## src/rtl/acc_cpu_pkg.sv

```systemverilog
package acc_cpu_pkg;
  localparam int IW = 16;
  localparam int NREG = 8;
  localparam int SELW = $clog2(NREG);
  localparam int FLDW = 6;
  localparam int BASE_REG = 6;
  localparam int INDEX_REG = 7;

  typedef enum logic [3:0] {
    OP_LDA = 4'd0, OP_STA = 4'd1, OP_ADD = 4'd2, OP_SUB = 4'd3,
    OP_AND = 4'd4, OP_OR  = 4'd5, OP_XOR = 4'd6, OP_JMP = 4'd7,
    OP_RET = 4'd8
  } op_e;

  typedef enum logic [2:0] {
    MD_IMM = 3'd0, MD_DIR = 3'd1, MD_IND = 3'd2, MD_IDX = 3'd3, MD_REG = 3'd4
  } mode_e;

  typedef enum logic [3:0] {
    S_F0, S_F1, S_F2, S_DEC, S_ADR, S_PT1, S_PT2, S_RD1, S_RD2,
    S_EX, S_WR, S_INT0, S_INT1, S_INT2, S_HALT
  } state_e;

  typedef struct packed {
    logic s;
    logic v;
    logic c;
    logic z;
  } flags_t;
endpackage

```

## src/rtl/acc_cpu_decode.sv

```systemverilog
module acc_cpu_decode
  import acc_cpu_pkg::*;
(
  input  logic [IW-1:0]   ir_i,
  output logic [3:0]      op_o,
  output logic [2:0]      mode_o,
  output logic [SELW-1:0] sel_o,
  output logic [FLDW-1:0] fld_o,
  output logic            illegal_o
);
  logic uses_mode;

  assign op_o   = ir_i[15:12];
  assign mode_o = ir_i[11:9];
  assign sel_o  = ir_i[8:6];
  assign fld_o  = ir_i[5:0];

  assign uses_mode = (op_o <= OP_XOR);

  always_comb begin
    illegal_o = 1'b0;
    if (op_o > OP_RET) illegal_o = 1'b1;
    if (uses_mode && (mode_o > MD_REG)) illegal_o = 1'b1;
    if ((op_o == OP_STA) && (mode_o == MD_IMM)) illegal_o = 1'b1;
  end
endmodule

```

## src/rtl/acc_cpu_regfile.sv

```systemverilog
module acc_cpu_regfile
  import acc_cpu_pkg::*;
#(
  parameter int DW = 16
) (
  input  logic            clk_i,
  input  logic            rst_ni,
  input  logic            we_i,
  input  logic [SELW-1:0] wsel_i,
  input  logic [DW-1:0]   wdata_i,
  input  logic [SELW-1:0] rsel_i,
  output logic [DW-1:0]   rdata_o,
  output logic [DW-1:0]   base_o,
  output logic [DW-1:0]   index_o
);
  logic [DW-1:0] regs_q [NREG];

  for (genvar g = 0; g < NREG; g++) begin : g_reg
    always_ff @(posedge clk_i or negedge rst_ni) begin
      if (!rst_ni)                                 regs_q[g] <= '0;
      else if (we_i && (wsel_i == SELW'(g)))       regs_q[g] <= wdata_i;
    end
  end

  assign rdata_o = regs_q[rsel_i];
  assign base_o  = regs_q[BASE_REG];
  assign index_o = regs_q[INDEX_REG];
endmodule

```

## src/rtl/acc_cpu_alu.sv

```systemverilog
module acc_cpu_alu
  import acc_cpu_pkg::*;
#(
  parameter int DW = 16
) (
  input  logic [3:0]    op_i,
  input  logic [DW-1:0] a_i,
  input  logic [DW-1:0] b_i,
  output logic [DW-1:0] res_o,
  output flags_t        fl_o
);
  logic [DW:0] sum;

  always_comb begin
    sum   = '0;
    res_o = b_i;
    fl_o  = '0;
    unique case (op_i)
      OP_ADD: begin
        sum    = {1'b0, a_i} + {1'b0, b_i};
        res_o  = sum[DW-1:0];
        fl_o.c = sum[DW];
        fl_o.v = (a_i[DW-1] == b_i[DW-1]) && (res_o[DW-1] != a_i[DW-1]);
      end
      OP_SUB: begin
        sum    = {1'b0, a_i} + {1'b0, ~b_i} + {{DW{1'b0}}, 1'b1};
        res_o  = sum[DW-1:0];
        fl_o.c = sum[DW];
        fl_o.v = (a_i[DW-1] != b_i[DW-1]) && (res_o[DW-1] != a_i[DW-1]);
      end
      OP_AND: res_o = a_i & b_i;
      OP_OR:  res_o = a_i | b_i;
      OP_XOR: res_o = a_i ^ b_i;
      default: res_o = b_i;
    endcase
    fl_o.z = (res_o == '0);
    fl_o.s = res_o[DW-1];
  end
endmodule

```

## src/rtl/acc_cpu.sv

```systemverilog
module acc_cpu
  import acc_cpu_pkg::*;
#(
  parameter int AW       = 8,
  parameter int DW       = 16,
  parameter int RESET_PC = 2,
  parameter int VEC_ADDR = 1
) (
  input  logic          clk_i,
  input  logic          rst_ni,
  output logic [AW-1:0] mem_addr_o,
  output logic [DW-1:0] mem_wdata_o,
  output logic          mem_we_o,
  input  logic [DW-1:0] mem_rdata_i,
  input  logic          irq_i,
  output logic [DW-1:0] acc_o,
  output logic [3:0]    sr_o,
  output logic          halted_o
);
  state_e        state_q;
  logic [AW-1:0] pc_q, mar_q, pc_sh_q;
  logic [DW-1:0] mdr_q, acc_q;
  logic [IW-1:0] ir_q;
  flags_t        sr_q, sr_sh_q;
  logic          in_isr_q;

  logic [3:0]      op;
  logic [2:0]      mode;
  logic [SELW-1:0] sel;
  logic [FLDW-1:0] fld;
  logic            illegal;
  logic [AW-1:0]   fld_a;

  logic [DW-1:0] rf_rdata, rf_base, rf_index, idx_sum, opnd, alu_res;
  logic          rf_we, alu_upd;
  flags_t        alu_fl;

  acc_cpu_decode u_dec (
    .ir_i(ir_q), .op_o(op), .mode_o(mode), .sel_o(sel), .fld_o(fld),
    .illegal_o(illegal)
  );

  acc_cpu_regfile #(.DW(DW)) u_rf (
    .clk_i(clk_i), .rst_ni(rst_ni), .we_i(rf_we), .wsel_i(sel),
    .wdata_i(acc_q), .rsel_i(sel), .rdata_o(rf_rdata),
    .base_o(rf_base), .index_o(rf_index)
  );

  acc_cpu_alu #(.DW(DW)) u_alu (
    .op_i(op), .a_i(acc_q), .b_i(opnd), .res_o(alu_res), .fl_o(alu_fl)
  );

  assign fld_a   = AW'(fld);
  assign idx_sum = rf_base + rf_index;
  assign alu_upd = (op >= OP_ADD) && (op <= OP_XOR);
  assign rf_we   = (state_q == S_ADR) && !illegal && (op == OP_STA) &&
                   (mode == MD_REG);

  // operand: memory word in execute, else immediate or register direct
  always_comb begin
    if (state_q == S_EX)       opnd = mdr_q;
    else if (mode == MD_IMM)   opnd = DW'(fld);
    else                       opnd = rf_rdata;
  end

  always_ff @(posedge clk_i or negedge rst_ni) begin
    if (!rst_ni) begin
      state_q  <= S_F0;
      pc_q     <= AW'(RESET_PC);
      mar_q    <= '0;
      mdr_q    <= '0;
      ir_q     <= '0;
      acc_q    <= '0;
      sr_q     <= '0;
      pc_sh_q  <= '0;
      sr_sh_q  <= '0;
      in_isr_q <= 1'b0;
    end else begin
      unique case (state_q)
        S_F0: begin
          if (irq_i && !in_isr_q) state_q <= S_INT0;
          else begin
            mar_q   <= pc_q;
            state_q <= S_F1;
          end
        end
        S_F1: state_q <= S_F2;
        S_F2: begin
          mdr_q   <= mem_rdata_i;
          pc_q    <= pc_q + 1'b1;
          state_q <= S_DEC;
        end
        S_DEC: begin
          ir_q    <= mdr_q;
          state_q <= S_ADR;
        end
        S_ADR: begin
          if (illegal) state_q <= S_HALT;
          else if (op == OP_JMP) begin
            pc_q    <= fld_a;
            state_q <= S_F0;
          end else if (op == OP_RET) begin
            pc_q     <= pc_sh_q;
            sr_q     <= sr_sh_q;
            in_isr_q <= 1'b0;
            state_q  <= S_F0;
          end else begin
            unique case (mode)
              MD_IMM, MD_REG: begin
                if (op != OP_STA) begin
                  acc_q <= alu_res;
                  if (alu_upd) sr_q <= alu_fl;
                end
                state_q <= S_F0;
              end
              MD_DIR: begin
                mar_q   <= fld_a;
                state_q <= S_RD1;
              end
              MD_IND: begin
                mar_q   <= fld_a;
                state_q <= S_PT1;
              end
              default: begin
                mar_q   <= idx_sum[AW-1:0];
                state_q <= S_RD1;
              end
            endcase
          end
        end
        S_PT1: state_q <= S_PT2;
        S_PT2: begin
          mar_q   <= mem_rdata_i[AW-1:0];
          state_q <= S_RD1;
        end
        S_RD1: begin
          if (op == OP_STA) begin
            mdr_q   <= acc_q;
            state_q <= S_WR;
          end else state_q <= S_RD2;
        end
        S_RD2: begin
          mdr_q   <= mem_rdata_i;
          state_q <= S_EX;
        end
        S_EX: begin
          acc_q <= alu_res;
          if (alu_upd) sr_q <= alu_fl;
          state_q <= S_F0;
        end
        S_WR: state_q <= S_F0;
        S_INT0: begin
          pc_sh_q  <= pc_q;
          sr_sh_q  <= sr_q;
          in_isr_q <= 1'b1;
          mar_q    <= AW'(VEC_ADDR);
          state_q  <= S_INT1;
        end
        S_INT1: state_q <= S_INT2;
        S_INT2: begin
          pc_q    <= mem_rdata_i[AW-1:0];
          state_q <= S_F0;
        end
        default: state_q <= S_HALT;
      endcase
    end
  end

  assign mem_addr_o  = mar_q;
  assign mem_wdata_o = mdr_q;
  assign mem_we_o    = (state_q == S_WR);
  assign acc_o       = acc_q;
  assign sr_o        = sr_q;
  assign halted_o    = (state_q == S_HALT);
endmodule

```

## config.mk

```make
export PLATFORM = sky130hd
export DESIGN_NAME = acc_cpu
export DESIGN_NICKNAME = d
export VERILOG_FILES = /design/src/rtl/acc_cpu_pkg.sv /design/src/rtl/acc_cpu_decode.sv /design/src/rtl/acc_cpu_regfile.sv /design/src/rtl/acc_cpu_alu.sv /design/src/rtl/acc_cpu.sv
export SDC_FILE = /design/constraint.sdc
export NUM_CORES = 1
export LEC_CHECK = 0
export ABC_AREA = 0
export BUFFER_PORTS_ARGS = -buffer_cell sky130_fd_sc_hd__buf_2
export CAP_MARGIN = 20
export CORE_MARGIN = 5
export CORE_UTILIZATION = 60
export CTS_CLUSTER_DIAMETER = 30
export DETAILED_ROUTE_END_ITERATION = 7
export PLACE_DENSITY = 0.82
export SLEW_MARGIN = 15
export SYNTH_ARGS = -nofsm -noshare
export SYNTH_HDL_FRONTEND = slang
export SYNTH_SLANG_ARGS = --single-unit
```

## constraint.sdc

```tcl
create_clock -name clk_i -period 6 [get_ports clk_i]
set_input_delay 0 -clock clk_i [delete_from_list [all_inputs] [get_ports clk_i]]
set_output_delay 0 -clock clk_i [all_outputs]
set_load 0.02 [all_outputs]
```

==> results of run 1 <==
## power breakdown
part           internal [mW]  switching, mW  total [mW]  leakage (nW)
Combinational           1.29           2.18        3.48          3.32
Sequential              1.71          0.630        2.34          2.85
Clock                   1.69          0.862        2.55         0.774
Total                   4.69           3.67        8.37          6.95
## stage by stage
step                std cells  area [um^2]
detailed placement       1617        13500
CTS                      1723        15300
finish                   1723        15300
global route             1723        15300
global placement         1617        13500
floorplan                1345        13100
## registers in the layout, summed over array words and instances (netlist names), 8 cells and up
signal	flops
u_rf.index_o	16
u_rf.base_o	16
mem_addr_o	8
acc_o	16
u_rf.regs_q	96
mem_wdata_o	16
pc_sh_q	8
ir_q	16
pc_q	8
## kinds of logic after synthesis
logic type                 count (synthesis)
xor gates and xnor gates                  18
adders and majority gates                 62
AOI/OAI and AO/OA                        365
muxes                                    151
and+or+nand+nor                          385
buffers and inverters                    151
DFF                                      213
## final cells by class
class / instances / area [um^2]
clock inverters: 24 / 277
fillers: 1553 / 6360
repair buffers: 99 / 637
clock buffers: 64 / 1330
well taps: 280 / 350
flip-flops and latches: 213 / 5330
inverters: 62 / 233
multi-input cells: 981 / 7170
## cell usage in the layout (no fill, tap or decap), types with 28 or more instances in the layout
cell       netlist  final
a21oi_1         56     56
a22oi_1         28     28
buf_2           23     63
clkbuf_16        0     47
dfrtp_1        212    210
ha_1            59     59
inv_1           59     59
mux2_2          96     96
mux4_2          32     32
nand2_1        181    181
nor2_1          80     79
o21ai_0        144    143
## layer usage
layer  share of wire  vias up
li1                -     4990
met5               0        -
met4           0.044        0
met1            0.40     5673
met2            0.46      720
met3           0.095      138
## worst max path at each step
stage / startpoint / end / slack, ns / depth (start not counted)
after floorplan: ir_q[7] / sr_o[0] / 1.70 / 20
after global placement: state_q[0] / sr_o[0] / 0.94 / 14
after detailed placement: state_q[0] / acc_o[14] / 1.05 / 14
after CTS: state_q[0] / acc_o[14] / 0.98 / 14
after global routing: state_q[0] / acc_o[14] / 0.50 / 14
final: state_q[0] / acc_o[14] / 0.76 / 14
## worst max-delay path, delay by kind of cell, from the launching register on
| family | cells | cell delay (ns) |
|---|---|---|
| fa+ha+maj | 1 | 0.45 |
| compound gates | 9 | 1.72 |
| flops | 1 | 0.77 |
| simple gates | 4 | 2.19 |
==> flow_summary.toml, run 1 <==
[outcome]
outcome = "completed"

[floorplan]
start_util = 0.605
ios = 65
fp.dieArea_um2 = 24900
fp.dieH_um = 158
die_x_um = 158
core_area_um2 = 21700
rows = 54

[run]
maxCapViolations = 0

[synth]
avgSynthCellArea_um2 = 9.76
synth_area_leader_cell = "dfrtp_1"
syn_inst = 1345
synthMuxAreaShare = 0.155
syn_area_um2 = 13100
yosysTopAreaCellShare = 0.404
synth_edf_count = 0
yosys_warnings = 0
ys_seq_elements = 213
synth_most_common_cell = "dfrtp_1"
synth-xor-area-share = 0.0120
ys.flop_type = "dfrtp_1"
synthArstFlopShare = 1.00
seq_area_frac_synth = 0.406
ys_types = 89
synth_common_cells = "212 x dfrtp_1, 181 x nand2_1, 144 x o21ai_0, 96 x mux2_2, 80 x nor2_1"
synth-compound-area-share = 0.179
yosys-top-cells-area = "dfrtp_1 40%, mux2_2 8.2%, ha_1 5.6%"
synth_top_family_by_area = "compound AO/OA/AOI/OAI gates"
synthSimpleGateAreaFrac = 0.137
synth-adder-area-share = 0.0608
synth_fp_nets = 1426

[placement]
pre_cts_slack_ns = 1.05
gp_congestion = 0.972
dpl.hpwl_mm = 27.3
port-buffer-count = 64

[timing]
fin_hold_ws_ns = 0.0650
finalSetupTns_ns = 0
setup_ws_ns = 0.756
grt_setup_unrepaired = "false"
final_max_slew_viol_count = 0
maxSlewHeadroom = 0.263
worstMarginPinSlew_ns = 1.11
period_minus_slack_ns = 5.24
skew_ns = 0.0325
hold_viol_final = 0
timing.fmax_mhz = 191
timing.final.crit_share = 0.874
setup_viol = 0

[drt]
first_pass_iters = 6
wirelength_mm = 41.7
drt-initial-drc-count = 1310
wire_per_inst_um = 24.2
ant_nets = 0
drc_errors = 0
route.detailed.vias_per_inst = 6.69
via_count = 11500

[pwr]
p_leak_nw = 6.95
vdd_ir_drop_max_mv = 0.323
power_density_nw_per_um2 = 546
p_total_mw = 8.37

[finish]
drive_gt1_frac = 0.226
nNetsFinal = 1485
diodes = 0
area_growth_pct = 16.7
final_util = 0.707

[global_routing]
grt.overflow.total = 0
grt.total_usage = 0.335
antenna_found_initial = 0
grtUsageMet2 = 0.524
grt_pass1_wl_mm = 65.0
gr-usage-met3 = 0.0610
use_met1 = 0.461
grt_pass1_vias = 11400
grt_start_max_net_pins = 85
top_usage_layer = "met2"

[worst_setup_path]
arrival_ns = 5.69
crit_type = "reg -> reg"
crit_top_cell = "a21oi_1"
crit_path_max_fanout = 23
cp_cell_sequence = "nand4bb_1 > nand2_1 > a21oi_1 > a21oi_1 > ha_1 > nor4_1 > a21oi_1 > o21ai_0 > a31oi_2 > o41ai_1 > a21o_1 > a221oi_1 > or4_1 > o21ai_1"
worstSetupEndpointType = "flip-flop"
reg2reg_to = "acc_o[14]"
rrSetupSlack_ns = 0.76
cp_slowest_cell = "dfrtp_1"
crit_required_ns = 6.45
r2r-start = "state_q[0]"
cp-start-kind = "flip-flop"
max_stage_delay_ns = 0.77
rr_worst_depth = 14

[clock_tree]
clkSlewWorstSetupHoldPaths_ns = 0.05
cts_buffers = 47
max-clock-path-buffers = 3
hold_buffers = 18
cts.sinks = 213
cts_resized = 0
clk_latency_ns = 0.56
root_buffer = "clkbuf_16"
htree_levels = 2
post-cts-setup-buffers = 0
cts_tree = "yes"

[worst_hold_path]
hold_path.class = "in -> async"
(Power assumes the default switching activity.)
==> run 2: changes to the inputs <==
SYNTH_HIERARCHICAL = 1   (was unset)
==> run 2 against run 1 <==
Effect of this change: cell area is 5.4% higher; worst hold slack worse by 0.055 ns; first-iteration DRC count is 8.2% lower; register-to-register slack worse by 0.29 ns; worst setup slack worse by 0.29 ns; sequential power is 5% lower; final cell count is 1.6% lower; via count is 4.0% lower; core utilization is 1.2 points lower; clock skew is 0.0091 ns higher; critical path type unchanged; critical endpoint is now sr_o[0]; highest routed layer unchanged.
==> flow_summary.toml, run 2 <==
[finish]
drive_gt1_frac = 0.303
final_common_cell = "dfrtp_1"
largest_register = "u_rf/regs_q"
final_util = 0.695
area_growth_pct = 15.3
nNetsFinal = 1416
mostFrequentLayoutCells = "211 x dfrtp_1, 191 x mux2_2, 87 x nand2_1"
diodes = 0
layout.cells.non_filler = 1695
largest_register_ffs = 96

[worst_setup_path]
cp-start-kind = "flip-flop"
critPathTopFamily = "simple AND/OR/NAND/NOR gates"
critPathCapture = "sr_o[0]"
arrival_ns = 5.99
crit_buf_inv = 1
cp_slowest_cell = "dfrtp_1"
max_stage_delay_ns = 0.83
path_depth = 18
crit_path_max_fanout = 16
cp_cell_sequence = "buf_4 > mux4_1 > mux2_2 > mux2i_1 > o21ai_0 > ha_1 > fa_1 > nor2_1 > o311a_1 > nor4b_1 > o31ai_1 > a22oi_1 > or4_1 > or4_1 > nor4_2 > and4b_1 > o22ai_1 > a2bb2oi_1"
r2r-start = "ir_q[8]"
rrSetupSlack_ns = 0.46
rr_worst_depth = 18
crit_type = "reg -> reg"
startpoint = "ir_q[8]"
crit_required_ns = 6.45
crit_top_cell = "or4_1"
reg2reg_to = "sr_o[0]"
worstSetupEndpointType = "flip-flop"

[drt]
highest_layer = "met4"
met2_length_mm = 18.9
wire_per_inst_um = 23.7
via_count = 11100
drt-initial-drc-count = 1202
dr_wl_met3_mm = 2.95
wirelength_mm = 40.1
first_pass_iters = 7
routedLengthMet1_mm = 16.4
ant_nets = 0
route.detailed.vias_per_inst = 6.53
drc_errors = 0

[floorplan]
start_util = 0.603
rows = 56
ios = 65
fp.dieArea_um2 = 26500
core_area_um2 = 23300
fp.dieH_um = 163
die_x_um = 163

[pwr]
p_total_mw = 8.54
power_density_nw_per_um2 = 528
vdd_ir_drop_max_mv = 0.380
p_leak_nw = 7.69

[synth]
yosys_warnings = 6
avgSynthCellArea_um2 = 10.8
synth_fp_nets = 1377
syn_area_um2 = 14000
syn_inst = 1298

[clock_tree]
post-cts-setup-buffers = 0
cts_tree = "yes"
clk_latency_ns = 0.57
clkSlewWorstSetupHoldPaths_ns = 0.06
max-clock-path-buffers = 3
cts_buffers = 48
cts.sinks = 213
root_buffer = "clkbuf_16"
htree_levels = 2

[global_routing]
antenna_found_initial = 0
grt.overflow.total = 0
grt_pass1_wl_mm = 62.7
grt_start_max_net_pins = 79
grt_pass1_vias = 11200
grt.total_usage = 0.299

[placement]
post-place-cells = 1588
dpl.hpwl_mm = 25.9
port-buffer-count = 64
pre_cts_slack_ns = 0.632
gp_congestion = 0.957

[timing]
finalSetupTns_ns = 0
worstMarginPinSlew_ns = 1.01
final_max_slew_viol_count = 0
timing.final.crit_share = 0.923
skew_ns = 0.0416
setup_ws_ns = 0.465
hold_viol_final = 0
period_minus_slack_ns = 5.54
maxSlewHeadroom = 0.327
timing.fmax_mhz = 181
grt_setup_unrepaired = "false"
setup_viol = 0

[outcome]
outcome = "completed"

[run]
maxCapViolations = 0

[worst_hold_path]
hold_path.class = "in -> async"
[run 2: through the flow]
step	instance area, um^2	hold slack (ns)
2_1_floorplan	14000	-0.296
3_3_place_gp	14300	0.0233
3_5_place_dp	14300	0.0305
4_1_cts	16200	0.00670
5_1_grt	16200	0.0565
6_report	16200	0.0105
[run 2: cell type report]
class	instances	area, um^2
Tap cell	319	399
Clock inverter	30	372
Timing Repair Buffer	108	704
Sequential cell	213	5330
Inverter	50	188
Multi-Input combinational cell	916	7840
Fill cell	1639	7100
Clock buffer	59	1320
[run 2: layer usage]
| metal | vias to the layer above | GRT usage |
|---|---|---|
| li1 | 4882 | - |
| met1 | 5529 | 0.396 |
| met2 | 521 | 0.484 |
| met3 | 129 | 0.0569 |
| met4 | 0 | 0.131 |
| met5 | - | 0 |
[run 2: where the power goes]
group / switching, mW / internal [mW] / total [mW]
clock network: 0.900 / 1.80 / 2.70
registers: 0.541 / 1.68 / 2.23
logic: 2.17 / 1.44 / 3.61
[run 2: how the worst min path moves through the flow]
stage | from | endpoint | slack (ns) | depth (start not counted)
global placement | rst_ni | u_rf/regs_q[77] | 0.02 | 1
detailed placement | rst_ni | u_rf/regs_q[77] | 0.03 | 1
finish | rst_ni | u_rf/base_o[13] | 0.01 | 2
global route | rst_ni | u_rf/index_o[11] | 0.06 | 2
floorplan | rst_ni | acc_o[0] | -0.30 | 0
CTS | rst_ni | u_rf/regs_q[105] | 0.007 | 2
[run 2: what timing repair did]
item,CTS,global route
hold endpoints to repair,87,0
hold buffers,18,0
resized for setup,0,0
